==> config.mk <==
export PLATFORM = sky130hd
export DESIGN_NAME = cpu_irq_port
export DESIGN_NICKNAME = d
export VERILOG_FILES = /design/src/rtl/cpuif_pkg.sv /design/src/rtl/cpuif_ctrl.sv /design/src/rtl/cpuif_datapath.sv /design/src/rtl/cpu_irq_port.sv
export SDC_FILE = /design/constraint.sdc
export NUM_CORES = 1
export LEC_CHECK = 0
export ABC_AREA = 1
export ABC_CLOCK_PERIOD_IN_PS = 11020
export BUFFER_PORTS_ARGS = -buffer_cell sky130_fd_sc_hd__buf_2
export CORE_ASPECT_RATIO = 0.8
export CORE_MARGIN = 3
export CORE_UTILIZATION = 35
export DETAILED_ROUTE_END_ITERATION = 8
export PLACE_DENSITY_LB_ADDON = 0.05
export SLEW_MARGIN = 40
export SYNTH_ARGS = -nofsm -noshare
export SYNTH_HDL_FRONTEND = slang
export SYNTH_SLANG_ARGS = --single-unit
==> constraint.sdc <==
create_clock -name clk -period 11.02 [get_ports clk]
set_input_delay 2.204 -clock clk [delete_from_list [all_inputs] [get_ports clk]]
set_output_delay 2.204 -clock clk [all_outputs]
set_load 0.05 [all_outputs]
==> src/rtl/cpuif_pkg.sv <==
package cpuif_pkg;

  typedef enum logic [1:0] {
    ADDR_CTRL = 2'd0,
    ADDR_MASK = 2'd1,
    ADDR_ACK  = 2'd2,
    ADDR_EOI  = 2'd3
  } regAddr_t;

  // strobes from control to datapath
  typedef struct packed {
    logic     push;
    logic     pop;
    logic     wrCtrl;
    logic     wrMask;
    logic     rdEn;
    regAddr_t rdSel;
  } strobe_t;

endpackage

==> src/rtl/cpuif_ctrl.sv <==
module cpuif_ctrl
  import cpuif_pkg::*;
#(
  parameter int ID_W   = 10,
  parameter int PRIO_W = 8
) (
  input  logic              regWrEn,
  input  logic              regRdEn,
  input  logic [1:0]        regAddr,
  input  logic [ID_W-1:0]   regWrData,
  input  logic              candValid,
  input  logic [PRIO_W-1:0] candPrio,
  input  logic              enable,
  input  logic [PRIO_W-1:0] maskVal,
  input  logic [PRIO_W-1:0] runPrio,
  input  logic [ID_W-1:0]   topId,
  input  logic              stkEmpty,
  input  logic              stkFull,
  output strobe_t           strb,
  output logic              irqReq
);

  regAddr_t addr;
  logic eligible;

  always_comb begin
    addr     = regAddr_t'(regAddr);
    eligible = candValid && enable && (candPrio < maskVal) &&
               (candPrio < runPrio) && !stkFull;
    irqReq   = eligible;

    strb.push   = regRdEn && (addr == ADDR_ACK) && eligible;
    strb.pop    = regWrEn && (addr == ADDR_EOI) && !stkEmpty &&
                  (regWrData == topId);
    strb.wrCtrl = regWrEn && (addr == ADDR_CTRL);
    strb.wrMask = regWrEn && (addr == ADDR_MASK);
    strb.rdEn   = regRdEn;
    strb.rdSel  = addr;
  end

endmodule

==> src/rtl/cpuif_datapath.sv <==
module cpuif_datapath
  import cpuif_pkg::*;
#(
  parameter int ID_W   = 10,
  parameter int PRIO_W = 8,
  parameter int DEPTH  = 4
) (
  input  logic                         clk,
  input  logic                         rstN,
  input  strobe_t                      strb,
  input  logic [ID_W-1:0]              regWrData,
  input  logic [ID_W-1:0]              candId,
  input  logic [PRIO_W-1:0]            candPrio,
  output logic                         enable,
  output logic [PRIO_W-1:0]            maskVal,
  output logic [PRIO_W-1:0]            runPrio,
  output logic [ID_W-1:0]              topId,
  output logic [$clog2(DEPTH+1)-1:0]   stkCnt,
  output logic                         stkEmpty,
  output logic                         stkFull,
  output logic [ID_W-1:0]              regRdData
);

  localparam int CNT_W = $clog2(DEPTH + 1);
  localparam int PTR_W = (DEPTH > 1) ? $clog2(DEPTH) : 1;
  localparam logic [ID_W-1:0]   SPURIOUS  = '1;
  localparam logic [PRIO_W-1:0] IDLE_PRIO = '1;

  logic [ID_W-1:0]   idStk [DEPTH];
  logic [PRIO_W-1:0] prStk [DEPTH];
  logic [PTR_W-1:0]  topIdx;
  logic [PTR_W-1:0]  pushIdx;

  always_comb begin
    stkEmpty = (stkCnt == '0);
    stkFull  = (stkCnt == CNT_W'(DEPTH));
    topIdx   = PTR_W'(stkCnt - CNT_W'(1));
    pushIdx  = PTR_W'(stkCnt);
    runPrio  = stkEmpty ? IDLE_PRIO : prStk[topIdx];
    topId    = stkEmpty ? SPURIOUS  : idStk[topIdx];
  end

  // stack storage, one slot per nesting level
  for (genvar g = 0; g < DEPTH; g++) begin : gSlot
    always_ff @(posedge clk or negedge rstN) begin
      if (!rstN) begin
        idStk[g] <= '0;
        prStk[g] <= '0;
      end else if (strb.push && (pushIdx == PTR_W'(g))) begin
        idStk[g] <= candId;
        prStk[g] <= candPrio;
      end
    end
  end

  always_ff @(posedge clk or negedge rstN) begin
    if (!rstN) begin
      stkCnt <= '0;
    end else if (strb.push) begin
      stkCnt <= stkCnt + CNT_W'(1);
    end else if (strb.pop) begin
      stkCnt <= stkCnt - CNT_W'(1);
    end
  end

  always_ff @(posedge clk or negedge rstN) begin
    if (!rstN) begin
      enable  <= 1'b0;
      maskVal <= '0;
    end else begin
      if (strb.wrCtrl) enable  <= regWrData[0];
      if (strb.wrMask) maskVal <= regWrData[PRIO_W-1:0];
    end
  end

  always_ff @(posedge clk or negedge rstN) begin
    if (!rstN) begin
      regRdData <= '0;
    end else if (strb.rdEn) begin
      unique case (strb.rdSel)
        ADDR_CTRL: regRdData <= ID_W'(enable);
        ADDR_MASK: regRdData <= ID_W'(maskVal);
        ADDR_ACK:  regRdData <= strb.push ? candId : SPURIOUS;
        ADDR_EOI:  regRdData <= '0;
      endcase
    end
  end

endmodule

==> src/rtl/cpu_irq_port.sv <==
module cpu_irq_port
  import cpuif_pkg::*;
#(
  parameter int ID_W   = 10,
  parameter int PRIO_W = 8,
  parameter int DEPTH  = 4
) (
  input  logic              clk,
  input  logic              rstN,
  input  logic              candValid,
  input  logic [ID_W-1:0]   candId,
  input  logic [PRIO_W-1:0] candPrio,
  input  logic              regWrEn,
  input  logic              regRdEn,
  input  logic [1:0]        regAddr,
  input  logic [ID_W-1:0]   regWrData,
  output logic [ID_W-1:0]   regRdData,
  output logic              irqReq,
  output logic              ackPulse,
  output logic [ID_W-1:0]   ackId
);

  localparam int CNT_W = $clog2(DEPTH + 1);

  strobe_t           strb;
  logic              enable;
  logic [PRIO_W-1:0] maskVal;
  logic [PRIO_W-1:0] runPrio;
  logic [ID_W-1:0]   topId;
  logic [CNT_W-1:0]  stkCnt;
  logic              stkEmpty;
  logic              stkFull;

  cpuif_ctrl #(.ID_W(ID_W), .PRIO_W(PRIO_W)) uCtrl (
    .regWrEn  (regWrEn),
    .regRdEn  (regRdEn),
    .regAddr  (regAddr),
    .regWrData(regWrData),
    .candValid(candValid),
    .candPrio (candPrio),
    .enable   (enable),
    .maskVal  (maskVal),
    .runPrio  (runPrio),
    .topId    (topId),
    .stkEmpty (stkEmpty),
    .stkFull  (stkFull),
    .strb     (strb),
    .irqReq   (irqReq)
  );

  cpuif_datapath #(.ID_W(ID_W), .PRIO_W(PRIO_W), .DEPTH(DEPTH)) uDp (
    .clk      (clk),
    .rstN     (rstN),
    .strb     (strb),
    .regWrData(regWrData),
    .candId   (candId),
    .candPrio (candPrio),
    .enable   (enable),
    .maskVal  (maskVal),
    .runPrio  (runPrio),
    .topId    (topId),
    .stkCnt   (stkCnt),
    .stkEmpty (stkEmpty),
    .stkFull  (stkFull),
    .regRdData(regRdData)
  );

  assign ackPulse = strb.push;
  assign ackId    = candId;

endmodule

==> impl_metrics.py <==
metrics = {
    "placed_design": {
        "place_inst": 908,
        "place_area_um2": 5600,
        "portBuffers": 56,
        "gp_congestion": 0.867,
        "hpwlAfterDp_um": 10800,
    },
    "sta": {
        "finalSetupViolations": 0,
        "fin_setup_tns_ns": 0,
        "tightestPinTransition_ns": 0.742,
        "period_minus_slack_ns": 7.11,
        "maxSlewViolCount": 0,
        "rsz0062_at_grt": "no",
        "post-route-period-util_pct": 64.5,
        "relSlewSlack_pct": 50.5,
        "skew_ns": 0.00559,
        "hold_violations": 0,
        "finalHoldWorstSlack_ns": 0.487,
        "timing.fmax_mhz": 141,
    },
    "critical_path": {
        "cp-start-kind": "register",
        "cp_top_family": "buffers and inverters",
        "arrival_ns": 4.91,
        "crit_buf_inv": 4,
        "crit_chain": "inv_1, ha_1, clkinv_2, a21oi_1, o21ai_0, a21oi_1, ha_1, a21oi_1, nor2_1, o21ai_0, nand2_1, a21oi_2, nand3_4, inv_1, buf_2",
        "worst-path-max-fanout": 58,
        "cp.required_ns": 8.82,
        "slowest_stage": "ha_1",
        "cp-end-kind": "output pin",
        "crit_top_cell": "a21oi_1",
        "path_class": "register to output pin",
        "slowest_delay_ns": 0.62,
    },
    "route": {
        "drt_iter0_markers": 373,
        "firstDrtPassIters": 5,
        "highest_layer": "met4",
        "drc": 0,
        "dr_wl_met3_um": 664,
        "avgRoutedWirePerCell_um": 17.1,
        "wirelength_met1_um": 8340,
        "ant_nets": 0,
        "routed_wirelength_um": 15800,
        "met2_length_um": 6630,
        "vias_per_cell": 5.02,
        "via_count": 4636,
    },
    "power": {
        "vdd_drop_max_mv": 0.126,
        "power_density_nw_per_um2": 216,
        "leakage_nw": 3.15,
        "finalPower_mw": 1.27,
    },
    "clock_network": {
        "insertion_delay_ns": 0.35,
        "clock_sinks": 94,
        "postCtsSetupBuffers": 0,
        "path_clk_slew_ns": 0.07,
        "clockRootBuffer": "clkbuf_16",
        "cts_tree": "yes",
        "cts-resized-gates": 0,
        "postCtsHoldBufs": 0,
        "numCtsBuffers": 9,
        "clock_path_buffers": 2,
        "cts_max_level": 3,
    },
    "grt": {
        "grt_pass1_vias": 4458,
        "antenna_found_initial": 0,
        "grt_pass1_wl_um": 25100,
        "grt_usage_pct": 19.9,
        "grt_overflow": 0,
        "grt_max_degree": 63,
    },
    "yosys": {
        "syn-cell-area_um2": 5290,
        "ys_seq_area_share_pct": 44.5,
        "yosysTopAreaCellShare_pct": 44.5,
        "synth_common_cells": "nand2_1, o21ai_0, dfrtp_1",
        "synth.distinct_cells": 31,
        "synthArstFlopShare_pct": 100,
        "synth_edf_count": 0,
        "synth_top_cells_by_area": "dfrtp_1, nand2_1, o21ai_0, inv_1, ha_1",
        "synth_top_area_cell": "dfrtp_1",
        "synth_seq_cells": 94,
        "syn_avg_cell_area_um2": 7.47,
        "netlist_instances": 708,
        "synthesis.nets": 762,
        "synth_warnings": 0,
        "yosysMostFrequentCell": "nand2_1",
        "synth_ff_type": "dfrtp_1",
    },
    "floorplanning": {
        "num_rows": 39,
        "core_area_um2": 14500,
        "die_w_um": 143,
        "die_y_um": 116,
        "start_util_pct": 36.4,
        "io_pins": 57,
        "dieArea_um2": 16600,
    },
    "cells_and_area": {
        "fillers": 1542,
        "n_antenna_cell": 0,
        "stdcell_count": 924,
        "layout-drive-gt1-share_pct": 11.8,
        "finalInstanceArea_um2": 5890,
        "syn2layout_area_growth_pct": 11.2,
        "final_nets": 789,
    },
    "run_status": {
        "status": "completed",
    },
    "flow_run": {
        "maxCapViolations": 0,
    },
    "min_path": {
        "hold_class": "register to register",
    },
}
==> cell families (layout without fill, tap and decap cells) <==
kind of cell,after synthesis,after routing,synth area share [%]
flip-flops,94,94,44.5
buffers and inverters,120,152,10.1
AO/OA/AOI/OAI,144,144,14.3
adder cells (fa/ha/maj),19,19,4.49
AND/OR/NAND/NOR,327,327,26.0
XOR/XNOR,4,4,0.662
==> metrics by stage <==
stage | setup slack, ns | utilization (%)
global route | 3.51 | 40.5
global placement | 3.97 | 38.4
floorplan | 4.85 | -
finish | 3.91 | 40.5
detailed placement | 4.05 | 38.5
CTS | 3.88 | 40.5
==> final cells by class <==
class | instances | area, µm² | area share [%]
Timing Repair Buffer | 60 | 317 | 5.38
Tap cell | 184 | 230 | 3.91
Multi-Input combinational cell | 494 | 2410 | 41.0
Inverter | 76 | 287 | 4.87
Clock inverter | 3 | 17.5 | 0.298
Sequential cell | 94 | 2350 | 40.0
Clock buffer | 13 | 270 | 4.59
==> worst reg2reg max path, stage by stage, from the launching register on <==
cell	delay (ns)
dfrtp_1	0.41
inv_1	0.10
ha_1	0.62
clkinv_2	0.55
a21oi_1	0.25
o21ai_0	0.10
a21oi_1	0.16
ha_1	0.25
a21oi_1	0.16
nor2_1	0.05
o21ai_0	0.17
nand2_1	0.09
a21oi_2	0.39
nand3_4	0.61
nor2_4	0.84
o21ai_0	0.18
==> where the power goes <==
group          internal [mW]  switching (mW)  total, mW  leakage [nW]
Clock                  0.171           0.139      0.311         0.142
Combinational          0.160           0.377      0.537          1.86
Sequential             0.395          0.0271      0.422          1.15
Total                  0.726           0.543       1.27          3.15
==> layer usage <==
layer  vias up  track usage (%)
met5         -                0
met4         0             5.33
met3        15             3.63
met2        94             29.4
met1      2215             30.1
li1       2312                -
==> layout by cell type, fill, tap and decap left out, types with 2 or more instances in the layout <==
cell type / count
nor2_8: 2
o21ai_1: 2
clkinv_2: 3
o211ai_1: 11
nor2_1: 20
nand2_1: 250
buf_4: 4
nor2_4: 2
buf_2: 55
dfrtp_1: 94
o21ai_0: 102
clkbuf_16: 9
a21oi_1: 27
clkbuf_8: 3
inv_1: 73
nand3_1: 36
xor2_1: 4
nand4_1: 10
ha_1: 19
inv_2: 2
==> state kept, by name, indices dropped and copies added, names as in the netlist <==
name           flops
uDp.enable         1
uDp.idStk         40
uDp.maskVal        8
uDp.prStk         32
uDp.regRdData     10
uDp.stkCnt         3
==> worst paths after layout <==
kind | startpoint | to | slack, ns | cells after the start
setup / recovery | uDp.stkCnt[1] | ackPulse | 3.91 | 15
hold / removal | uDp.maskVal[5] | uDp.maskVal[5] | 0.49 | 2
setup reg to reg | uDp.stkCnt[1] | uDp.prStk[8] | 5.94 | 15
hold reg to reg | uDp.maskVal[5] | uDp.maskVal[5] | 0.49 | 2
max in group asynchronous | rstN | uDp.idStk[16] | 8.27 | 2
min in group asynchronous | rstN | uDp.prStk[19] | 1.79 | 1
Power figures use the tool's default switching activity.
